<file path="src/rtl/fpmin_pkg.sv">
package fpmin_pkg;
  localparam int ELEM_MAX = 64;

  typedef enum logic [1:0] {
    FMT_HALF   = 2'd0,
    FMT_SINGLE = 2'd1,
    FMT_DOUBLE = 2'd2,
    FMT_DBL_X  = 2'd3
  } fmt_e;

  typedef struct packed {
    logic                  sign;
    logic                  zero;
    logic                  nan;
    logic                  snan;
    logic [ELEM_MAX-2:0]   mag;
    logic [ELEM_MAX-1:0]   quieted;
  } elem_cls_t;
endpackage

</file>
<file path="src/rtl/fpmin_unpack.sv">
module fpmin_unpack
  import fpmin_pkg::*;
#(
  parameter int EW = ELEM_MAX,
  localparam int SW = 2 * EW
) (
  input  logic [SW-1:0] src,
  input  logic [1:0]    fmt,
  output logic [EW-1:0] first,
  output logic [EW-1:0] second
);
  always_comb begin
    first  = '0;
    second = '0;
    case (fmt)
      FMT_HALF: begin
        first[15:0]  = src[15:0];
        second[15:0] = src[31:16];
      end
      FMT_SINGLE: begin
        first[31:0]  = src[31:0];
        second[31:0] = src[63:32];
      end
      default: begin
        first  = src[EW-1:0];
        second = src[SW-1:EW];
      end
    endcase
  end
endmodule

</file>
<file path="src/rtl/fpmin_classify.sv">
module fpmin_classify
  import fpmin_pkg::*;
#(
  parameter int EW = ELEM_MAX
) (
  input  logic [EW-1:0] elem,
  input  logic [1:0]    fmt,
  output elem_cls_t     cls
);
  logic exp_ones, frac_nz, top_frac;

  always_comb begin
    cls = '0;
    case (fmt)
      FMT_HALF: begin
        exp_ones    = &elem[14:10];
        frac_nz     = |elem[9:0];
        top_frac    = elem[9];
        cls.sign    = elem[15];
        cls.mag     = {{(EW-16){1'b0}}, elem[14:0]};
        cls.quieted = elem | (EW'(1) << 9);
      end
      FMT_SINGLE: begin
        exp_ones    = &elem[30:23];
        frac_nz     = |elem[22:0];
        top_frac    = elem[22];
        cls.sign    = elem[31];
        cls.mag     = {{(EW-32){1'b0}}, elem[30:0]};
        cls.quieted = elem | (EW'(1) << 22);
      end
      default: begin
        exp_ones    = &elem[62:52];
        frac_nz     = |elem[51:0];
        top_frac    = elem[51];
        cls.sign    = elem[63];
        cls.mag     = elem[62:0];
        cls.quieted = elem | (EW'(1) << 51);
      end
    endcase
    cls.zero = (cls.mag == '0);
    cls.nan  = exp_ones & frac_nz;
    cls.snan = exp_ones & frac_nz & ~top_frac;
  end
endmodule

</file>
<file path="src/rtl/fpmin_pick.sv">
module fpmin_pick
  import fpmin_pkg::*;
#(
  parameter int EW = ELEM_MAX
) (
  input  elem_cls_t     ca,
  input  elem_cls_t     cb,
  input  logic [EW-1:0] a,
  input  logic [EW-1:0] b,
  input  logic [1:0]    fmt,
  input  logic          alt,
  input  logic          dnan,
  output logic [EW-1:0] res,
  output logic          inv
);
  logic          a_less;
  logic          any_nan;
  logic [EW-1:0] ordered;
  logic [EW-1:0] dflt;
  logic [EW-1:0] prop;

  always_comb begin
    if (ca.sign != cb.sign) a_less = ca.sign;
    else if (ca.sign)       a_less = (ca.mag > cb.mag);
    else                    a_less = (ca.mag < cb.mag);
    ordered = a_less ? a : b;
  end

  always_comb begin
    case (fmt)
      FMT_HALF:   dflt = EW'(16'h7E00);
      FMT_SINGLE: dflt = EW'(32'h7FC0_0000);
      default:    dflt = EW'(64'h7FF8_0000_0000_0000);
    endcase
  end

  always_comb begin
    if (ca.snan)      prop = ca.quieted;
    else if (cb.snan) prop = cb.quieted;
    else if (ca.nan)  prop = a;
    else              prop = b;
  end

  assign any_nan = ca.nan | cb.nan;
  assign inv     = ca.snan | cb.snan;

  always_comb begin
    if (alt) begin
      res = (any_nan || (ca.zero && cb.zero)) ? b : ordered;
    end else if (any_nan) begin
      res = dnan ? dflt : prop;
    end else begin
      res = ordered;
    end
  end
endmodule

</file>
<file path="src/rtl/fp_pair_min.sv">
module fp_pair_min
  import fpmin_pkg::*;
#(
  parameter int EW = ELEM_MAX,
  localparam int SW = 2 * EW
) (
  input  logic          clk,
  input  logic          rst,
  input  logic          in_valid_i,
  input  logic [1:0]    fmt_i,
  input  logic          alt_mode_i,
  input  logic          dnan_mode_i,
  input  logic [SW-1:0] src_i,
  output logic          res_valid_o,
  output logic [EW-1:0] result_o,
  output logic          invalid_o
);
  logic [EW-1:0] elem [2];
  elem_cls_t     cls  [2];
  logic [EW-1:0] res_c;
  logic          inv_c;

  fpmin_unpack #(.EW(EW)) u_unpack (
    .src    (src_i),
    .fmt    (fmt_i),
    .first  (elem[0]),
    .second (elem[1])
  );

  for (genvar g = 0; g < 2; g++) begin : g_cls
    fpmin_classify #(.EW(EW)) u_cls (
      .elem (elem[g]),
      .fmt  (fmt_i),
      .cls  (cls[g])
    );
  end

  fpmin_pick #(.EW(EW)) u_pick (
    .ca   (cls[0]),
    .cb   (cls[1]),
    .a    (elem[0]),
    .b    (elem[1]),
    .fmt  (fmt_i),
    .alt  (alt_mode_i),
    .dnan (dnan_mode_i),
    .res  (res_c),
    .inv  (inv_c)
  );

  always_ff @(posedge clk) begin
    if (rst) begin
      res_valid_o <= 1'b0;
      result_o    <= '0;
      invalid_o   <= 1'b0;
    end else begin
      res_valid_o <= in_valid_i;
      if (in_valid_i) begin
        result_o  <= res_c;
        invalid_o <= inv_c;
      end
    end
  end

  assert_valid_follows_R2: assert property (@(posedge clk) disable iff (rst)
    in_valid_i |=> res_valid_o);

  assert_idle_hold_R2: assert property (@(posedge clk) disable iff (rst)
    !in_valid_i |=> (!res_valid_o && $stable(result_o) && $stable(invalid_o)));

  assert_half_zero_ext_R1: assert property (@(posedge clk) disable iff (rst)
    (in_valid_i && fmt_i == FMT_HALF) |=> (result_o[EW-1:16] == '0));

  assert_alt_nan_second_R8: assert property (@(posedge clk) disable iff (rst)
    (in_valid_i && alt_mode_i && (cls[0].nan || cls[1].nan))
      |=> (result_o == $past(elem[1])));

  assert_default_nan_R6: assert property (@(posedge clk) disable iff (rst)
    (in_valid_i && !alt_mode_i && dnan_mode_i && (cls[0].nan || cls[1].nan))
      |=> (result_o == (($past(fmt_i) == 2'd0) ? EW'(16'h7E00) :
                        ($past(fmt_i) == 2'd1) ? EW'(32'h7FC0_0000) :
                                                 EW'(64'h7FF8_0000_0000_0000))));

  assert_snan_flag_R9: assert property (@(posedge clk) disable iff (rst)
    (in_valid_i && (cls[0].snan || cls[1].snan)) |=> invalid_o);
endmodule

</file>
<file path="config.mk">
export PLATFORM = sky130hd
export DESIGN_NAME = fp_pair_min
export DESIGN_NICKNAME = d
export VERILOG_FILES = /design/src/rtl/fpmin_pkg.sv /design/src/rtl/fpmin_unpack.sv /design/src/rtl/fpmin_classify.sv /design/src/rtl/fpmin_pick.sv /design/src/rtl/fp_pair_min.sv
export SDC_FILE = /design/constraint.sdc
export NUM_CORES = 1
export LEC_CHECK = 0
export BUFFER_PORTS_ARGS = -buffer_cell sky130_fd_sc_hd__buf_4
export CORE_ASPECT_RATIO = 1.2
export CORE_MARGIN = 2
export CORE_UTILIZATION = 56
export DETAILED_ROUTE_END_ITERATION = 12
export PLACE_DENSITY = 0.85
export SYNTH_ARGS = -nofsm -noshare
export SYNTH_HDL_FRONTEND = slang
export SYNTH_SLANG_ARGS = --single-unit
</file>
<file path="constraint.sdc">
create_clock -name clk -period 7.6 [get_ports clk]
set_clock_uncertainty 0.15 [all_clocks]
set_input_delay 1.14 -clock clk [delete_from_list [all_inputs] [get_ports clk]]
set_output_delay 1.14 -clock clk [all_outputs]
set_load 0.05 [all_outputs]
</file>
==> metrics.txt, run 1 <==
status=finished clean; DR WL met3=~4400 um; Max Freq=159.5 MHz; TritonCTS clock tree=done; WHS Path Cells=2; Top FF cell, synth=dfxtp_1; Layout area overhead=21.48%; initial antenna violation count=0; post-synthesis average cell area=7.002 um2; Max-Cap Viols=0; Cells after Synth=~1.2k; Iter 0 DRT Violations=1651; global placement routability congestion=approximately 1.0; Core Util, Final=69.76%; reg-to-reg endpoint=result_o[63]$_SDFFE_PP0P_; leak pwr=4.715 nW; largest net degree at the start of global routing=103; Final min period=6268 ps; routed wire length per instance=23.82 um; Fin Setup TNS=0 ps; IO Port Bufs=200; Chip Height=137.2 um; Hold Path End=result_o[5]$_SDFFE_PP0P_; CP cell instances=buf_4 -> buf_12 -> nand2_1 -> ha_1 -> nand4_1 -> nor4_1 -> nand3_1 -> nor4_1 -> a211o_1 -> o21a_1 -> and2_2 -> buf_4 -> mux2i_1 -> a221o_1 -> o211a_1; slew margin rel.=21.17%; Synth warnings=0; R2R setup slack=6580 ps; FFs w/ async S/R, synth=0%; hold crit path type=flip-flop to flip-flop; number of synthesized flops with an enable pin=0; R2R depth=2; H-tree levels=3; Seq/Total Area, Yosys=15.96%; Remaining Overflow, GRT=0; Detailed Place HPWL=26610 um; CTS sink count=66; CTS Root Buffer Type=clkbuf_16; slowest stage cell on the critical path=nor4_1; Pre-antenna DRT Iters=6; std cell rows=48; GRT Total Usage=43.61%; Critical Path Sink Type=flip-flop; Peak VDD IR=0.1085 mV; cts hold-fix bufs=0; Die ar.=15770 um2; setup bufs post-CTS=0; Yosys reg bits=66; top layer in use=met4; core area=14410 um2; Worst setup SP type=input port; worst skew pair latency=350 ps; Final ANT Viol Nets=0; final layout net count=1517; Synth cell types=70; critical path class=input port to flip-flop; met1 WL=13310 um; Max Slew Vio Count=0; post-synthesis cell area=a little over 8000 um2; Fin Hold WS=303.9 ps; wire length of the first global-routing pass=between 50000 and 60000 um; Final period util=roughly 82%; Initial Utilization=around 57%; vias in the first global route=9732; WP data required=about 7700 ps; Num CTS Buffers=9; Critical path buffers and inverters=3; via/cell ratio=7.059; Least-Margin Pin Slew=1181 ps; Clock transition at path regs=around 60 ps; ant diodes=0; drc violations=0; power density over the cells=roughly 160 nW/um2; Post-Syn Nets=1380; final-report hold violation count=0; Setup violations, final=0; Die X=115.0 um; Hold Path Origin=result_o[5]$_SDFFE_PP0P_; Ports=201; via count=10.58k; Worst Path Arrival=6360 ps; CP peak stage delay=750 ps; post-CTS sizing=0; share of cells above drive strength 1=19.79%; Reg-to-Reg Start=result_o[63]$_SDFFE_PP0P_; Crit Path Max Fanout=a little over 100; final wirelength=about 36000 um; Max clock buf depth=2; met2 wire len=roughly 16000 um; delay-heaviest family, CP=simple AND/OR/NAND/NOR gates; RSZ-0062 raised after global routing=no
-- kinds of logic (layout without fill, tap and decap cells) --
logic type,Yosys count,count (layout),synth area share [%]
AND/OR/NAND/NOR,452,452,25.76
AO/OA/AOI/OAI,379,379,32.49
multiplexers,68,68,8.269
flip-flops,66,66,15.96
buffers and inverters,154,296,7.997
adder cells (fa/ha/maj),63,63,9.524
-- area by class of cell --
type | count | area, um2
fill | 1235 | 4359
multi-input combinational | 962 | 6305
inverter | 63 | 236.5
clock buffer | 9 | 225.2
clock inverter | 7 | 93.84
timing repair buffer | 217 | 1654
tap | 175 | 219.0
sequential | 66 | 1321
-- worst min-delay path: stages, from the launching register on --
cell,delay [ps]
dfxtp_1,320
nand2_1,50
o31ai_1,50
-- where the power goes --
part	switching (mW)	internal [mW]
Sequential	0.0180	0.377
Clock	0.188	0.287
Combinational	0.488	0.264
-- state kept, by name, summed over array words and instances, names as in the netlist --
name,cells
result_o,64
res_valid_o,1
invalid_o,1
-- cells in the mapped netlist, types with 9 or more instances --
cell type  number  area (um2)
and3_1          9       56.30
nand2_1       149       559.3
buf_2          24       120.1
mux2i_1        65       650.6
o21ai_1        33       165.2
o21ai_0        64       320.3
a221o_1        22       220.2
a211oi_1       35       262.8
o211a_1        12       120.1
a21o_1         12       90.09
o31ai_1        11       82.58
nand3_1        65       325.3
ha_1           63       788.3
dfxtp_1        66        1321
nor3_1         32       160.2
clkbuf_1       50       187.7
a21oi_1        64       320.3
o211ai_1       10       75.07
nor4_1         28       175.2
a41oi_1        10       87.58
inv_1          62       232.7
nand4_1        23       143.9
o21bai_1       11       82.58
and2_1         16       100.1
nand2b_1       15       93.84
a311oi_1       18       157.7
nor2_1         87       326.6
-- metal layers --
layer | vias to the layer above | global-route usage [%]
met5 | - | 0
met4 | 0 | 21.75
met3 | 181 | 8.755
met2 | 845 | 69.38
met1 | 4851 | 56.04
li1 | 4705 | -
-- worst max path at each step --
stage	slack [ps]	to	cells after the start	start
4_1_cts	1540	result_o[36]$_SDFFE_PP0P_	15	fmt_i[1]
3_3_place_gp	1320	result_o[37]$_SDFFE_PP0P_	15	fmt_i[1]
6_report	1330	result_o[36]$_SDFFE_PP0P_	15	fmt_i[1]
2_1_floorplan	1780	result_o[31]$_SDFFE_PP0P_	21	fmt_i[1]
3_5_place_dp	1170	result_o[36]$_SDFFE_PP0P_	15	fmt_i[1]
5_1_grt	1150	result_o[19]$_SDFFE_PP0P_	15	fmt_i[1]
-- cells in the final DEF (no fill, tap or decap), types with 23 or more instances in the layout --
master,instances
o21ai_1,33
o21ai_0,64
nor4_1,28
a21oi_1,64
inv_1,62
nand4_1,23
nor3_1,32
ha_1,63
nor2_1,87
nand2_1,148
a211oi_1,35
dfxtp_1,66
mux2i_1,65
buf_4,215
nand3_1,65
-- through the flow --
step | cell area [um2] | setup slack, ps | total power [mW] | cells
6_report | 10050 | 1332 | 1.623 | 1499
4_1_cts | 10050 | 1535 | 1.599 | 1499
2_1_floorplan | 8277 | 1779 | 0.8773 | 1182
3_5_place_dp | 9736 | 1174 | 1.131 | 1483
3_3_place_gp | 9736 | 1316 | 1.123 | 1483
5_1_grt | 10050 | 1153 | 1.683 | 1499
Note: power is estimated with default switching activity, not from simulation.
==> inputs of run 2 (changes only) <==
--- a/config.mk
+++ b/config.mk
@@ -8,9 +8,9 @@
 export BUFFER_PORTS_ARGS = -buffer_cell sky130_fd_sc_hd__buf_4
 export CORE_ASPECT_RATIO = 1.2
 export CORE_MARGIN = 2
-export CORE_UTILIZATION = 56
+export CORE_UTILIZATION = 50
 export DETAILED_ROUTE_END_ITERATION = 12
-export PLACE_DENSITY = 0.85
+export PLACE_DENSITY = 0.8
 export SYNTH_ARGS = -nofsm -noshare
 export SYNTH_HDL_FRONTEND = slang
 export SYNTH_SLANG_ARGS = --single-unit
==> constraint.sdc (replaced) <==
create_clock -name clk -period 5.15 [get_ports clk]
set_clock_uncertainty 0.15 [all_clocks]
set_input_delay 0.7725 -clock clk [delete_from_list [all_inputs] [get_ports clk]]
set_output_delay 0.7725 -clock clk [all_outputs]
set_load 0.05 [all_outputs]
==> run 2 against run 1 <==
Against the previous run: sequential share of layout area is 0.78 points lower; sequential power grew 47%; total power is 56% higher; register-to-register slack got worse by 2500 ps; die area grew 12%; non-clock buffer count grew 63; critical path depth up 2; clock power rose by 55%; sequential cell count is the same; first-iteration DRC count is 25% lower; combinational power grew 61%; cell count up 6.7%; critical endpoint is now result_o[58]$_SDFFE_PP0P_; largest power group unchanged.
==> metrics.txt, run 2 (synthesis gave the netlist of run 1 again) <==
status=finished clean; ant diodes=0; CTS Root Buffer Type=clkbuf_16; commonest non-fill, non-tap cell in the layout=buf_4; Clock transition at path regs=around 60 ps; drc violations=0; via count=10.61k; Final ANT Viol Nets=0; largest net degree at the start of global routing=69; via/cell ratio=6.637; Num CTS Buffers=9; placed inst area=10350 um2; core area=approximately 16000 um2; total power draw=2.527 mW; slowest stage cell on the critical path=and2_2; Die ar.=17600 um2; Chip Height=144.9 um; routed wire length per instance=24.32 um; H-tree levels=3; Iter 0 DRT Violations=1246; Max clock buf depth=2; Critical Path Sink Type=flip-flop; Layout area overhead=29.13%; Core Util, Final=65.94%; Layout fillers=~1.5k; initial antenna violation count=0; delay-heaviest family, CP=compound AO/OA/AOI/OAI gates; Worst setup SP type=input port; post-route cell area=around 11000 um2; post-CTS sizing=0; Fin Setup TNS=0 ps; Max Slew Vio Count=0; worst skew pair latency=350 ps; dpl cells=1583; max FFs per register=64; Peak VDD IR=0.1453 mV; Ports=201; CP peak stage delay=430 ps; vias in the first global route=10.07k; Crit Path Max Fanout=16; power density over the cells=236.5 nW/um2; GRT Total Usage=43.21%; cts hold-fix bufs=0; wire length of the first global-routing pass=between 50000 and 60000 um; slew margin rel.=about a quarter; commonest cells after routing, fill and taps aside=271 x buf_4, 148 x nand2_1, 87 x nor2_1; hold crit path type=flip-flop to flip-flop; Critical path buffers and inverters=4; crit-path most repeated cell=buf_4; final-report hold violation count=0; Fin Hold WS=between 300 and 400 ps; DP Worst Slack=158.7 ps; Setup WS post-layout=429.7 ps; Die X=121.5 um; final layout net count=1580; TritonCTS clock tree=done; Max-Cap Viols=0; CTS sink count=66; Detailed Place HPWL=29960 um; share of cells above drive strength 1=23.50%; CP cell instances=buf_4 -> buf_4 -> mux2i_1 -> o21ai_0 -> inv_1 -> ha_1 -> o211ai_1 -> a21oi_1 -> o41ai_1 -> o211ai_1 -> a211o_1 -> o221ai_1 -> and2_2 -> o21ai_2 -> mux2i_1 -> buf_4 -> a221oi_1; Least-Margin Pin Slew=between 1000 and 1500 ps; Final min period=4720 ps; IO Port Bufs=200; Remaining Overflow, GRT=0; final wirelength=38890 um; Initial Utilization=about 50%; Pre-antenna DRT Iters=6; leak pwr=5.063 nW; std cell rows=between 50 and 60; RSZ-0062 raised after global routing=no; WP data required=5240 ps; Regs by FF count=result_o: 64 flops, invalid_o: 1 flops, res_valid_o: 1 flops; Final period util=91.66%; Max Freq=about 210 MHz; global placement routability congestion=1.086; Biggest register=result_o; setup bufs post-CTS=0; Worst Path Arrival=4810 ps; final cell count without fillers=1599; Setup violations, final=0; critical path class=input port to flip-flop
==> run 2: cell types whose count changed in the layout (fill, tap and decap cells not counted) <==
cell and delta:
buf_12 +7, buf_4 +56, clkbuf_8 +3, clkinv_2 -1, clkinv_4 -1, clkinvlp_4 -1, nor4_1 -1, nor4_2 +1
==> run 2: path summary, 6_finish.rpt <==
check / from / endpoint / slack [ps] / cells past startpoint
hold reg to reg: result_o[15]$_SDFFE_PP0P_ / result_o[15]$_SDFFE_PP0P_ / 310 / 2
setup / recovery: fmt_i[0] / result_o[58]$_SDFFE_PP0P_ / 430 / 17
hold / removal: result_o[15]$_SDFFE_PP0P_ / result_o[15]$_SDFFE_PP0P_ / 310 / 2
setup reg to reg: result_o[63]$_SDFFE_PP0P_ / result_o[63]$_SDFFE_PP0P_ / 4130 / 2
==> run 2: report_power, final <==
part           leakage, nW  internal (mW)  switching [mW]
Combinational         4.35          0.456           0.754
Sequential           0.546          0.556          0.0260
Clock                0.165          0.464           0.271
Total                 5.06           1.48            1.05
==> run 2: cell type report <==
type / instances / area, um2 / area share, %
repair buffers: 280 / 2215 / 20.72
flip-flops and latches: 66 / 1321 / 12.36
clock inverters: 4 / 72.57 / 0.6790
well taps: 212 / 265.3 / 2.482
multi-input cells: 962 / 6311 / 59.05
inverters: 63 / 236.5 / 2.213
clock buffers: 12 / 266.5 / 2.494
==> run 2: routing by layer <==
layer	track usage, %	share of wire [%]
met4	22.36	6.3
met3	6.486	9.0
met1	54.87	39
met2	70.14	46
met5	0	0
==> run 2: tightest hold or removal path, stage by stage (launching register included) <==
cell	delay (ps)
dfxtp_1	310
nand2_1	50
o31ai_1	50
==> inputs of run 3 (changes only) <==
--- a/config.mk
+++ b/config.mk
@@ -5,9 +5,10 @@
 export SDC_FILE = /design/constraint.sdc
 export NUM_CORES = 1
 export LEC_CHECK = 0
+export ABC_CLOCK_PERIOD_IN_PS = 5150
 export BUFFER_PORTS_ARGS = -buffer_cell sky130_fd_sc_hd__buf_4
 export CORE_ASPECT_RATIO = 1.2
-export CORE_MARGIN = 2
+export CORE_MARGIN = 3
 export CORE_UTILIZATION = 50
 export DETAILED_ROUTE_END_ITERATION = 12
 export PLACE_DENSITY = 0.8
==> run 3 against run 2 <==
Against the previous run: via count down 0.12%; sequential share of layout area up 0.26 points; global-route usage down 3.0 points; highest routed layer unchanged; worst hold slack worse by 4.5 ps; first-iteration DRC count down 5.1%; critical path type unchanged.
==> metrics.txt, run 3 (synthesis gave the netlist of run 1 again) <==
status=finished clean; CTS Root Buffer Type=clkbuf_16; final wirelength=37790 um; initial antenna violation count=0; hold crit path type=flip-flop to flip-flop; largest net degree at the start of global routing=69; slew margin rel.=24.10%; global placement routability congestion=between 1 and 1.5; WP data required=5240 ps; share of cells above drive strength 1=22.27%; Comb pwr share=47.6%; Worst Setup EP=result_o[42]$_SDFFE_PP0P_; GRT Total Usage=40.25%; drc violations=0; TritonCTS clock tree=done; Peak VDD IR=0.1693 mV; Critical path buffers and inverters=4; max FFs per register=64; Max-Cap Viols=0; Fin Hold WS=roughly 300 ps; Final ANT Viol Nets=0; routed wire length per instance=~24 um; CP startpoint=fmt_i[0]; Chip Height=146.9 um; Net Sw Power=1.019 mW; via count=about 11k; std cell rows=50; Levels on crit path=17; Pre-antenna DRT Iters=7; post-CTS sizing=0; share of power burned in the clock network=28.5%; Crit Path Max Fanout=21; R2R depth=2; RSZ-0062 raised after global routing=no; Biggest register=result_o; critical path class=input port to flip-flop; Regs by FF count=result_o: 64 flops, invalid_o: 1 flops, res_valid_o: 1 flops; IO Port Bufs=200; Remaining Overflow, GRT=0; Max clock buf depth=2; via/cell ratio=slightly below 7; Pint=1.418 mW; DP Worst Slack=40.30 ps; CP peak stage delay=450 ps; Max Freq=206.9 MHz; Num CTS Buffers=9; cts hold-fix bufs=0; worst skew pair latency=340 ps; Final period util=93.87%; commonest non-fill, non-tap cell in the layout=buf_4; Fin Setup TNS=0 ps; Reg-to-Reg Start=result_o[17]$_SDFFE_PP0P_; setup bufs post-CTS=0; final-report hold violation count=0; Die ar.=18140 um2; core area=~16000 um2; ant diodes=0; final layout net count=1558; delay-heaviest family, CP=compound AO/OA/AOI/OAI gates; slowest stage cell on the critical path=and2_2; Ports=201; Max Slew Vio Count=0; Detailed Place HPWL=29430 um; Initial Utilization=between 50% and 60%; Worst setup SP type=input port; Critical Path Sink Type=flip-flop; H-tree levels=3; CP cell instances=buf_4 -> buf_4 -> mux2i_1 -> o21ai_0 -> inv_1 -> ha_1 -> o211ai_1 -> a21oi_1 -> o41ai_1 -> o211ai_1 -> a211o_1 -> o221ai_1 -> and2_2 -> buf_4 -> mux2i_1 -> a221o_1 -> o211a_1; Layout area overhead=26.42%; Clock transition at path regs=60 ps; crit-path most repeated cell=buf_4; Least-Margin Pin Slew=1137 ps; vias in the first global route=between 9k and 10k; Final min period=4834 ps; power density over the cells=232.8 nW/um2; R2R setup slack=4020 ps; CTS sink count=66; Die X=123.5 um; total power draw=between 2 and 2.5 mW; switching share of power=around two fifths; leak pwr=between 4 and 5 nW; Setup violations, final=0; Worst Path Arrival=4920 ps; Setup WS post-layout=about 320 ps; Seq pwr share=23.9%; reg-to-reg endpoint=result_o[17]$_SDFFE_PP0P_; Iter 0 DRT Violations=1182; commonest cells after routing, fill and taps aside=252 x buf_4, 148 x nand2_1, 87 x nor2_1; wire length of the first global-routing pass=56520 um
-- run 3: area by class of cell --
cell class | count | area [um2]
Multi-Input combinational cell | 962 | 6314
Tap cell | 208 | 260.3
Clock inverter | 5 | 77.57
Sequential cell | 66 | 1321
Timing Repair Buffer | 258 | 2012
Inverter | 63 | 236.5
Clock buffer | 11 | 242.7
Fill cell | 1473 | 5426
-- run 3: power groups by stage --
stage                     clock network (mW)  logic (mW)  registers, mW
after global placement                     0        1.12          0.591
after global routing                   0.714        1.23          0.587
after floorplan                            0       0.550          0.746
after CTS                              0.695        1.14          0.582
after detailed placement                   0        1.13          0.593
final                                  0.693        1.16          0.582
-- run 3: layer usage --
metal	GRT usage (%)	up-vias	share of wire, %
li1	-	4788	-
met1	51.83	4923	39
met2	64.27	745	46
met3	8.048	143	10
met4	18.28	0	5.1
met5	0	-	0
-- run 3: worst register-to-register path, delay by kind of cell (launching register included) --
family           cells  cell delay (ps)
AND/OR/NAND/NOR      1               50
flip-flops           1              340
AO/OA/AOI/OAI        1              450
-- run 3: per-stage QoR --
stage,instance area [um2],cells,util (%)
after floorplan,8288,1182,-
after global placement,10140,1557,63.82
after detailed placement,10140,1557,63.82
after global routing,10460,1573,65.85
after CTS,10460,1573,65.83
final,10460,1573,65.85
-- run 3: worst min path at each step --
stage,from,to,cells after the start
after floorplan,result_o[15]$_SDFFE_PP0P_,result_o[15]$_SDFFE_PP0P_,2
after global placement,result_o[15]$_SDFFE_PP0P_,result_o[15]$_SDFFE_PP0P_,2
after detailed placement,result_o[15]$_SDFFE_PP0P_,result_o[15]$_SDFFE_PP0P_,2
after CTS,result_o[15]$_SDFFE_PP0P_,result_o[15]$_SDFFE_PP0P_,2
after global routing,result_o[15]$_SDFFE_PP0P_,result_o[15]$_SDFFE_PP0P_,2
final,result_o[15]$_SDFFE_PP0P_,result_o[15]$_SDFFE_PP0P_,2
